==> src/rtl/ipi_pkg.sv <==
package ipi_pkg;
    localparam int ID_W   = 8;
    localparam int WORD_W = 32;

    typedef enum logic [1:0] {
        SH_EXPLICIT = 2'd0,
        SH_SELF     = 2'd1,
        SH_ALL      = 2'd2,
        SH_OTHERS   = 2'd3
    } shorthand_e;

    typedef struct packed {
        logic [7:0] vector;
        logic [2:0] mode;
        logic       level;
        shorthand_e shorthand;
    } ipi_cmd_t;

    typedef struct packed {
        ipi_cmd_t        cmd;
        logic [ID_W-1:0] dest;
        logic            bcast;
        logic            excl_self;
    } ipi_msg_t;

    typedef struct packed {
        ipi_msg_t        msg;
        logic            pending;
        logic [ID_W-1:0] hi_id;
    } ipi_state_t;
endpackage

==> src/rtl/ipi_lo_decode.sv <==
module ipi_lo_decode
    import ipi_pkg::*;
(
    input  logic [WORD_W-1:0] word,
    output ipi_cmd_t          cmd
);
    logic unused_lo_bits;

    always_comb begin
        cmd.vector    = word[7:0];
        cmd.mode      = word[10:8];
        cmd.level     = word[14];
        cmd.shorthand = shorthand_e'(word[19:18]);
    end

    assign unused_lo_bits = ^{word[31:20], word[17:15], word[13:11]};
endmodule

==> src/rtl/ipi_dest_resolve.sv <==
module ipi_dest_resolve
    import ipi_pkg::*;
(
    input  shorthand_e      sh,
    input  logic [ID_W-1:0] explicit_id,
    input  logic [ID_W-1:0] own_id,
    output logic [ID_W-1:0] dest,
    output logic            bcast,
    output logic            excl_self
);
    localparam logic [ID_W-1:0] ALL_ID = '1;

    always_comb begin
        dest      = explicit_id;
        bcast     = (explicit_id == ALL_ID);
        excl_self = 1'b0;
        case (sh)
            SH_SELF: begin
                dest  = own_id;
                bcast = 1'b0;
            end
            SH_ALL: begin
                dest  = ALL_ID;
                bcast = 1'b1;
            end
            SH_OTHERS: begin
                dest      = ALL_ID;
                bcast     = 1'b1;
                excl_self = 1'b1;
            end
            default: ;
        endcase
    end
endmodule

==> src/rtl/ipi_cmd_reg.sv <==
module ipi_cmd_reg
    import ipi_pkg::*;
#(
    parameter int              ADDR_W = 12,
    parameter logic [ADDR_W-1:0] LO_OFS = 12'h300,
    parameter logic [ADDR_W-1:0] HI_OFS = 12'h310
) (
    input  logic              clk,
    input  logic              rst_n,
    input  logic              reg_we,
    input  logic [ADDR_W-1:0] reg_addr,
    input  logic [31:0]       reg_wdata,
    output logic [31:0]       reg_rdata,
    input  logic [7:0]        own_id,
    output logic              msg_valid,
    input  logic              msg_ready,
    output logic [7:0]        msg_vector,
    output logic [2:0]        msg_mode,
    output logic              msg_level,
    output logic [7:0]        msg_dest,
    output logic              msg_bcast,
    output logic              msg_excl_self
);
    localparam int LOW_ID_BITS = WORD_W - ID_W;

    ipi_state_t st_d, st_q;
    ipi_cmd_t   wr_cmd;
    logic [ID_W-1:0] res_dest;
    logic       res_bcast, res_excl;
    logic       lo_hit, hi_hit;

    ipi_lo_decode u_dec (
        .word (reg_wdata),
        .cmd  (wr_cmd)
    );

    ipi_dest_resolve u_res (
        .sh          (wr_cmd.shorthand),
        .explicit_id (st_q.hi_id),
        .own_id      (own_id),
        .dest        (res_dest),
        .bcast       (res_bcast),
        .excl_self   (res_excl)
    );

    always_comb begin
        lo_hit = reg_we && (reg_addr == LO_OFS);
        hi_hit = reg_we && (reg_addr == HI_OFS);
        st_d   = st_q;
        if (hi_hit) st_d.hi_id = reg_wdata[WORD_W-1:LOW_ID_BITS];
        if (st_q.pending && msg_ready) st_d.pending = 1'b0;
        if (lo_hit && !st_q.pending) begin
            st_d.msg.cmd       = wr_cmd;
            st_d.msg.dest      = res_dest;
            st_d.msg.bcast     = res_bcast;
            st_d.msg.excl_self = res_excl;
            st_d.pending       = 1'b1;
        end
    end

    always_ff @(posedge clk) begin
        if (!rst_n) st_q <= '0;
        else        st_q <= st_d;
    end

    always_comb begin
        reg_rdata = '0;
        if (reg_addr == LO_OFS)
            reg_rdata = {12'b0, st_q.msg.cmd.shorthand, 3'b0, st_q.msg.cmd.level,
                         1'b0, st_q.pending, 1'b0, st_q.msg.cmd.mode, st_q.msg.cmd.vector};
        else if (reg_addr == HI_OFS)
            reg_rdata = {st_q.hi_id, {LOW_ID_BITS{1'b0}}};
    end

    assign msg_valid     = st_q.pending;
    assign msg_vector    = st_q.msg.cmd.vector;
    assign msg_mode      = st_q.msg.cmd.mode;
    assign msg_level     = st_q.msg.cmd.level;
    assign msg_dest      = st_q.msg.dest;
    assign msg_bcast     = st_q.msg.bcast;
    assign msg_excl_self = st_q.msg.excl_self;
endmodule

==> config.mk <==
export PLATFORM = sky130hd
export DESIGN_NAME = ipi_cmd_reg
export DESIGN_NICKNAME = d
export VERILOG_FILES = /design/src/rtl/ipi_pkg.sv /design/src/rtl/ipi_lo_decode.sv /design/src/rtl/ipi_dest_resolve.sv /design/src/rtl/ipi_cmd_reg.sv
export SDC_FILE = /design/constraint.sdc
export NUM_CORES = 1
export LEC_CHECK = 0
export BUFFER_PORTS_ARGS = -buffer_cell sky130_fd_sc_hd__buf_2
export CAP_MARGIN = 20
export CORE_ASPECT_RATIO = 0.75
export CORE_UTILIZATION = 30
export CTS_BUF_LIST = sky130_fd_sc_hd__clkbuf_8
export DETAILED_ROUTE_END_ITERATION = 7
export SLEW_MARGIN = 40
export SYNTH_ARGS = -nofsm -noshare
export SYNTH_HDL_FRONTEND = slang
export SYNTH_SLANG_ARGS = --single-unit
==> constraint.sdc <==
create_clock -name clk -period 1.5 [get_ports clk]
set_input_delay 0.15 -clock clk [delete_from_list [all_inputs] [get_ports clk]]
set_output_delay 0.15 -clock clk [all_outputs]
set_load 0.01 [all_outputs]
==> results of run 1 <==
[stage by stage]
stage | setup slack [ps] | utilization | hold slack (ps)
after floorplan | 15.6 | - | 289
after global placement | -71.5 | 0.387 | 396
after detailed placement | -102 | 0.387 | 399
after CTS | 9.65 | 0.405 | 97.9
after global routing | -39.3 | 0.427 | 94.8
final | 60.4 | 0.427 | 109
[routing by layer]
metal  vias up  track usage  wire length (µm)
met5         -            0                 0
met4         0       0.0496                34
met3         2       0.0355               225
met2        55        0.209              2180
met1       770        0.198              2390
li1        859            -                 -
[how the worst max path moves through the flow]
| stage | start | end | cells after the start |
|---|---|---|---|
| CTS | msg_valid | msg_dest[1] | 5 |
| global placement | reg_addr[1] | reg_rdata[18] | 7 |
| detailed placement | reg_addr[1] | msg_dest[1] | 6 |
| global route | reg_addr[0] | reg_rdata[19] | 7 |
| finish | reg_addr[10] | reg_rdata[18] | 7 |
| floorplan | msg_valid | msg_dest[3] | 5 |
[area by class of cell]
type / count / area (µm²) / share of cell area
clock inverter: 1 / 3.75 / 0.00149
inverter: 1 / 3.75 / 0.00149
tap: 78 / 97.6 / 0.0386
multi-input combinational: 152 / 1030 / 0.409
sequential: 33 / 661 / 0.262
timing repair buffer: 108 / 644 / 0.255
clock buffer: 6 / 82.6 / 0.0327
[placed cells by master, fill, tap and decap left out, drive strengths merged]
cell     synthesis  layout
nor3b            8       8
nor2             9       9
clkbuf           8       6
a2111oi          7       7
buf             33     108
nand2b           2       2
o211a            1       1
nor4             1       1
conb             1       9
a21boi          16      16
nor3             2       2
nand4            3       3
nand2           37      37
a21oi            2       2
dfxtp           33      33
and4             1       1
o21ai            9       9
inv              1       2
nand3           12      12
nor2b            7       7
and4bb           1       1
nor4b            1       1
and2            24      24
[sequential cells by signal, summed over array words and instances, names as in the netlist]
name,cells
st_q,10
msg_level,1
msg_dest,8
msg_excl_self,1
msg_valid,1
msg_mode,3
msg_vector,8
msg_bcast,1
[kinds of logic (layout without fill, tap and decap cells)]
| group | after synthesis | count (layout) | share of synthesized area |
|---|---|---|---|
| and+or+nand+nor | 108 | 108 | 0.322 |
| AOI/OAI and AO/OA | 35 | 35 | 0.171 |
| buffers and inverters | 42 | 116 | 0.153 |
| other | 1 | 9 | 0.00200 |
| DFF | 33 | 33 | 0.352 |
[power by group]
part,internal (mW),switching [mW]
clock,0.357,0.305
combinational,0.0706,0.0816
sequential,0.876,0.0000695
[critical path: stages]
cell and delay (ps):
sky130_fd_sc_hd__buf_2 90, sky130_fd_sc_hd__and4bb_2 360, sky130_fd_sc_hd__nand3_2 130, sky130_fd_sc_hd__nor2_4 160, sky130_fd_sc_hd__buf_6 150, sky130_fd_sc_hd__and2_1 130, sky130_fd_sc_hd__buf_2 120
[timing repair]
item | CTS | global route
gates resized for setup | 2 | 30
pin swaps | 1 | 3
setup buffers | 1 | 0
endpoints found under the setup margin | 21 | 25
hold endpoints to repair | 0 | 0
gates cloned | 0 | 1
==> out/qor_table.md, run 1 <==
| Parameter | Value | Unit |
| --- | --- | --- |
| Initial core utilization | 0.318 | - |
| Gr usage total | 0.141 | - |
| Non-filler cells in the finished layout | 379 | - |
| Clock slew at the register clock pins of the worst setup and hold paths | 70 | ps |
| Fraction of the yosys area taken by sequential cells | 0.352 | - |
| Worst rel slew slack | 0.558 | - |
| Peak supply drop | 237 | µV |
| Die area | 6590 | µm² |
| EDFF count, synth | 0 | - |
| Placed insts | 370 | - |
| Status | complete, no violations | - |
| Startpoint Class | input port | - |
| Worst-path fanout max | 8 | - |
| Maximum frequency from static timing analysis | 695 | MHz |
| Post-route antenna net violation count | 0 | - |
| Total CTS buffers | 5 | - |
| Worst-case clock buffer depth | 2 | - |
| Number of filler cells placed in the layout | 637 | - |
| Post-synthesis register bit count | 33 | - |
| Cell types with the highest counts after synthesis | 37 x sky130_fd_sc_hd__nand2_1, 33 x sky130_fd_sc_hd__dfxtp_1, 30 x sky130_fd_sc_hd__buf_4 | - |
| Skew-Pair Late Insertion Delay | 270 | ps |
| Setup TNS | 0 | ps |
| CTS sink cnt | 33 | - |
| DRC viols | 0 | - |
| Die Span Y | 70.5 | µm |
| Area added between synthesis and finish | 34.4 | % |
| Cell area after synthesis | 1880 | µm² |
| Depth of the worst register-to-register path | 5 | - |
| Ports | 111 | - |
| Routed wirelength normalized by instance count | 12.8 | µm |
| Max H-tree Level | 2 | - |
| Transition at the pin with the smallest max-transition slack | 662 | ps |
| GP Congestion | 0.709 | - |
| Critical path class | input port to output pin | - |
| Via-to-Cell Ratio | 4.45 | - |
| Cell count of the worst hold path | 3 | - |
| Hold endpoint | msg_level | - |
| Unrepaired setup endpoints after global routing | true | - |
| Final cycle utilization of the critical path | 0.960 | - |
| Power Density | 669 | nW/µm² |
| Unique cell type count in the Yosys netlist | 31 | - |
| Source of the worst register-to-register timing path | msg_valid | - |
| Post-Synthesis Cells | 219 | - |
| Ant. Diodes | 0 | - |
| Sum of internal, switching and leakage power | 1.69 | mW |
| Largest net degree at the start of global routing | 42 | - |
| Hold path start | reg_wdata[14] | - |
| Prevailing post-synth register cell | sky130_fd_sc_hd__dfxtp_1 | - |
| Cell leakage power | 1.13 | nW |
| Share of synthesized registers carrying an async set or reset | 0 | - |
| Post-Layout Inst Area | 2530 | µm² |
| Worst Hold Class | input port to flip-flop | - |
| Post-place instance area | 2290 | µm² |
| Number of antenna violations at the first check in global routing | 0 | - |
| Ys Warns | 0 | - |
| Worst EP required | 1350 | ps |
| Library cell occupying the most area in the post-synthesis netlist | sky130_fd_sc_hd__dfxtp_1 | - |
| CTS tree | done | - |
| Master cell of the clock root buffer | sky130_fd_sc_hd__clkbuf_8 | - |
| Minimum period implied by the final worst setup slack | 1440 | ps |
| Global-route wire length before repair | 7080 | µm |
| Core area | 5920 | µm² |
| Clock tree skew after final layout | 2.06 | ps |
| Setup violations, final | 0 | - |
| Top cells by area, synth | sky130_fd_sc_hd__dfxtp_1 35%, sky130_fd_sc_hd__buf_4 12%, sky130_fd_sc_hd__and2_1 8.0% | - |
| Max-cap viol count | 0 | - |
| GRT overflow | 0 | - |
| Horizontal extent of the die | 93.4 | µm |
| HPWL reported at the end of detailed placement | 3420 | µm |
| Kind of end point of the critical path | output pin | - |
| Worst Path Arrival | 1290 | ps |
| Via count of the first global-routing pass | 1458 | - |
| Total of buffers placed on input and output ports | 91 | - |
| Iteration-0 DRC count of the detailed router | 42 | - |
| Final Routed Wirelength | 4840 | µm |
| Fraction of final layout cells sized beyond drive strength 1 | 0.458 | - |
| Slack of the worst reg-to-reg path | 90 | ps |
| Number of max-slew violations in the final report | 0 | - |
| Top cell type's share of synthesized area | 0.352 | - |
| RR Endpoint | msg_dest[5] | - |
| Detailed-routing iteration count for the pre-antenna-repair pass | 4 | - |
| Number of hold buffers added after CTS | 0 | - |
| Final nets | 357 | - |
| Average footprint of a synthesized cell | 8.58 | µm² |
| Most common cell in the synthesized netlist | sky130_fd_sc_hd__nand2_1 | - |
| Final count of hold timing violations | 0 | - |
| Routed vias | 1686 | - |
| Placement Rows | 24 | - |
Power figures use the tool's default switching activity.
==> inputs of run 2 (changes only) <==
- CELL_PAD_IN_SITES_DETAIL_PLACEMENT: not set -> 2
- CELL_PAD_IN_SITES_GLOBAL_PLACEMENT: not set -> 2
- CORE_UTILIZATION: 30 -> 21
- PLACE_DENSITY_LB_ADDON: not set -> 0.1
==> run 2 against run 1 <==
Net effect: the flow now finishes with violations (DRC); register-to-register slack about the same; sequential power is essentially flat; sequential cell count unchanged; critical path depth rose by 1; clock power increased by 32%; via count increased by 3.4%; fmax is 0.60% higher; count of clock-buffer cells in the layout is the same; power increased by 13%; largest cell class unchanged; highest routed layer unchanged.
==> out/qor_table.md, run 2 (synthesis gave the netlist of run 1 again) <==
| Parameter | Value | Unit | vs previous |
| --- | --- | --- | --- |
| Commonest cells after routing, fill and taps aside | 88 x sky130_fd_sc_hd__buf_2, 37 x sky130_fd_sc_hd__nand2_1, 32 x sky130_fd_sc_hd__dfxtp_1 | - |  |
| Source of the worst register-to-register timing path | msg_valid | - |  |
| Number of hold buffers added after CTS | 0 | - | unchanged |
| Master cell of the clock root buffer | sky130_fd_sc_hd__clkbuf_8 | - |  |
| GP Congestion | 0.679 | - | -4.2% |
| Number of max-slew violations in the final report | 0 | - | unchanged |
| Final count of hold timing violations | 0 | - | unchanged |
| Worst Path Arrival | 1280 | ps | about the same |
| Worst-path fanout max | 5 | - | -3 |
| Startpoint Class | input port | - |  |
| Gr usage total | 0.131 | - | -0.00972 |
| CTS sink cnt | 33 | - | unchanged |
| Placement Rows | 29 | - | +21% |
| CTS tree | done | - |  |
| Die area | 9340 | µm² | +42% |
| Peak supply drop | 292 | µV | +23% |
| Slowest cell delay on critical path | 230 | ps | -130 ps |
| Max H-tree Level | 2 | - | unchanged |
| Count of buffering cells on the critical path with inverters included | 4 | - | +1 |
| Maximum frequency from static timing analysis | 699 | MHz | +0.60% |
| Final cycle utilization of the critical path | 0.954 | - | -0.00572 |
| Largest delay share family, worst path | simple AND/OR/NAND/NOR gates | - |  |
| Post-route antenna net violation count | 0 | - | unchanged |
| Power Density | 733 | nW/µm² | +9.6% |
| Iteration-0 DRC count of the detailed router | 31 | - | -26% |
| Ports | 111 | - | unchanged |
| Hold path start | reg_wdata[14] | - |  |
| Startpoint of the worst setup timing path | reg_addr[0] | - |  |
| Cell internal power dissipation | 1.49 | mW | +14% |
| GRT overflow | 0 | - | unchanged |
| Cell leakage power | 1.17 | nW | +3.4% |
| Detailed-routing iteration count for the pre-antenna-repair pass | 8 | - | +4 |
| Minimum period implied by the final worst setup slack | 1430 | ps | -8.58 ps |
| Switching Share | 0.222 | - | -0.00729 |
| Skew-Pair Late Insertion Delay | 290 | ps | +20 ps |
| Critical path class | input port to output pin | - |  |
| Area added between synthesis and finish | 38.8 | % |  |
| Ant. Diodes | 0 | - | unchanged |
| CP max-delay cell | sky130_fd_sc_hd__nor4_4 | - |  |
| Core area | 8560 | µm² | +45% |
| Setup violations, final | 0 | - | unchanged |
| Global-route wire length before repair | 9430 | µm | +33% |
| Max-cap viol count | 0 | - | unchanged |
| Comb power frac | 0.086 | - | -0.004 |
| Non-filler cells in the finished layout | 415 | - | +9.5% |
| Final nets | 362 | - | +1.4% |
| Leading cell type in the layout, fill and taps excluded | sky130_fd_sc_hd__buf_2 | - |  |
| Total CTS buffers | 5 | - | unchanged |
| Register containing the most flip-flops in the final layout | st_q | - |  |
| DRC viols | 14 | - | +14 |
| Routed vias | 1744 | - | +3.4% |
| Routed wirelength normalized by instance count | 14.2 | µm | +11% |
| Total of buffers placed on input and output ports | 91 | - | unchanged |
| Worst EP required | 1350 | ps | about the same |
| Worst-case clock buffer depth | 2 | - | unchanged |
| Worst Hold Class | input port to flip-flop | - |  |
| Initial core utilization | 0.219 | - | -0.0982 |
| Kind of end point of the critical path | output pin | - |  |
| Number of antenna violations at the first check in global routing | 0 | - | unchanged |
| Cell chain of the critical path | buf_2 > nor4_4 > buf_4 > nand3_4 > nor2_4 > buf_6 > and2_4 > buf_2 | - |  |
| Sw power | 0.424 | mW | +9.5% |
| Post-Layout Inst Area | 2610 | µm² | +3.3% |
| Share of total power in the clock network | 0.457 | - | +0.065 |
| Violated checks | DRC | - |  |
| Clock slew at the register clock pins of the worst setup and hold paths | 60 | ps | about the same |
| Largest register FFs | 10 | - | unchanged |
| HPWL reported at the end of detailed placement | 4480 | µm | +31% |
| Post-place instance area | 2360 | µm² | +2.8% |
| Status | finished with violations | - |  |
| Clock tree skew after final layout | 9.34 | ps | +7.28 ps |
| Final Routed Wirelength | 5880 | µm | +22% |
| Placed insts | 402 | - | +8.6% |
| Largest net degree at the start of global routing | 21 | - | -50% |
| Via count of the first global-routing pass | 1764 | - | +21% |
| Fraction of final layout cells sized beyond drive strength 1 | 0.463 | - | +0.00407 |
| Via-to-Cell Ratio | 4.20 | - | -5.5% |
| Die Span Y | 83.9 | µm | +19% |
| Horizontal extent of the die | 111 | µm | +19% |
| Cell seen most often among critical-path stages | sky130_fd_sc_hd__buf_2 | - |  |
| Portion of total power attributed to sequential cells | 0.458 | - | -0.060 |
[run 2: cell types whose count changed in the layout (fill, tap and decap cells not counted), sizes merged]
cell,delta
buf,+5
bufinv,+1
[run 2: worst paths after layout]
kind                         to  slack (ps)  cells past startpoint
setup / recovery  reg_rdata[10]          70                      8
hold / removal        msg_level         110                      3
setup reg to reg    msg_dest[3]         100                      5
hold reg to reg        st_q[20]         460                      2
[run 2: power groups by stage]
stage	sequential, mW	combinational [mW]	clock (mW)
floorplan	0.896	0.0751	0
global placement	0.896	0.152	0
detailed placement	0.896	0.154	0
CTS	0.875	0.158	0.912
global route	0.875	0.180	0.963
finish	0.876	0.164	0.874
[run 2: worst reg2reg max path, delay by kind of cell, from the launching register on]
| family | cells | cell delay [ps] |
|---|---|---|
| buf+inv | 1 | 180 |
| flops | 1 | 330 |
| simple gates | 3 | 460 |
| compound gates | 1 | 320 |
[run 2: timing repair]
| action | 4_1_cts | 5_1_grt |
|---|---|---|
| pin swaps | 5 | 7 |
| gates resized for setup | 8 | 17 |
| cloned | 1 | 0 |
| setup endpoints to repair | 25 | 25 |
| buffers inserted | 2 | 3 |
[run 2: routing by layer]
layer,track usage,vias up,wire (µm)
met4,0.0442,0,78
met3,0.0349,8,381
met5,0,-,0
li1,-,872,-
met2,0.203,58,2620
met1,0.175,806,2790
[run 2: cell type report]
cell class | instances | area, µm²
Clock inverter | 2 | 33.8
Inverter | 1 | 3.75
Multi-Input combinational cell | 152 | 1020
Fill cell | 1000 | 5950
Clock buffer | 6 | 82.6
Timing Repair Buffer | 113 | 667
Sequential cell | 33 | 662
Tap cell | 108 | 135
[run 2: through the flow]
step                      hold WS (ps)  setup TNS (ps)  setup slack, ps  total power, mW   util
after floorplan                    289               0             15.6            0.971      -
after global placement             399           -1590             -155             1.05  0.275
after detailed placement           405           -2280             -153             1.05  0.275
after CTS                         94.5               0             9.05             1.95  0.294
after global routing              91.1           -46.3            -12.6             2.02  0.305
final                              105               0             69.0             1.91  0.305
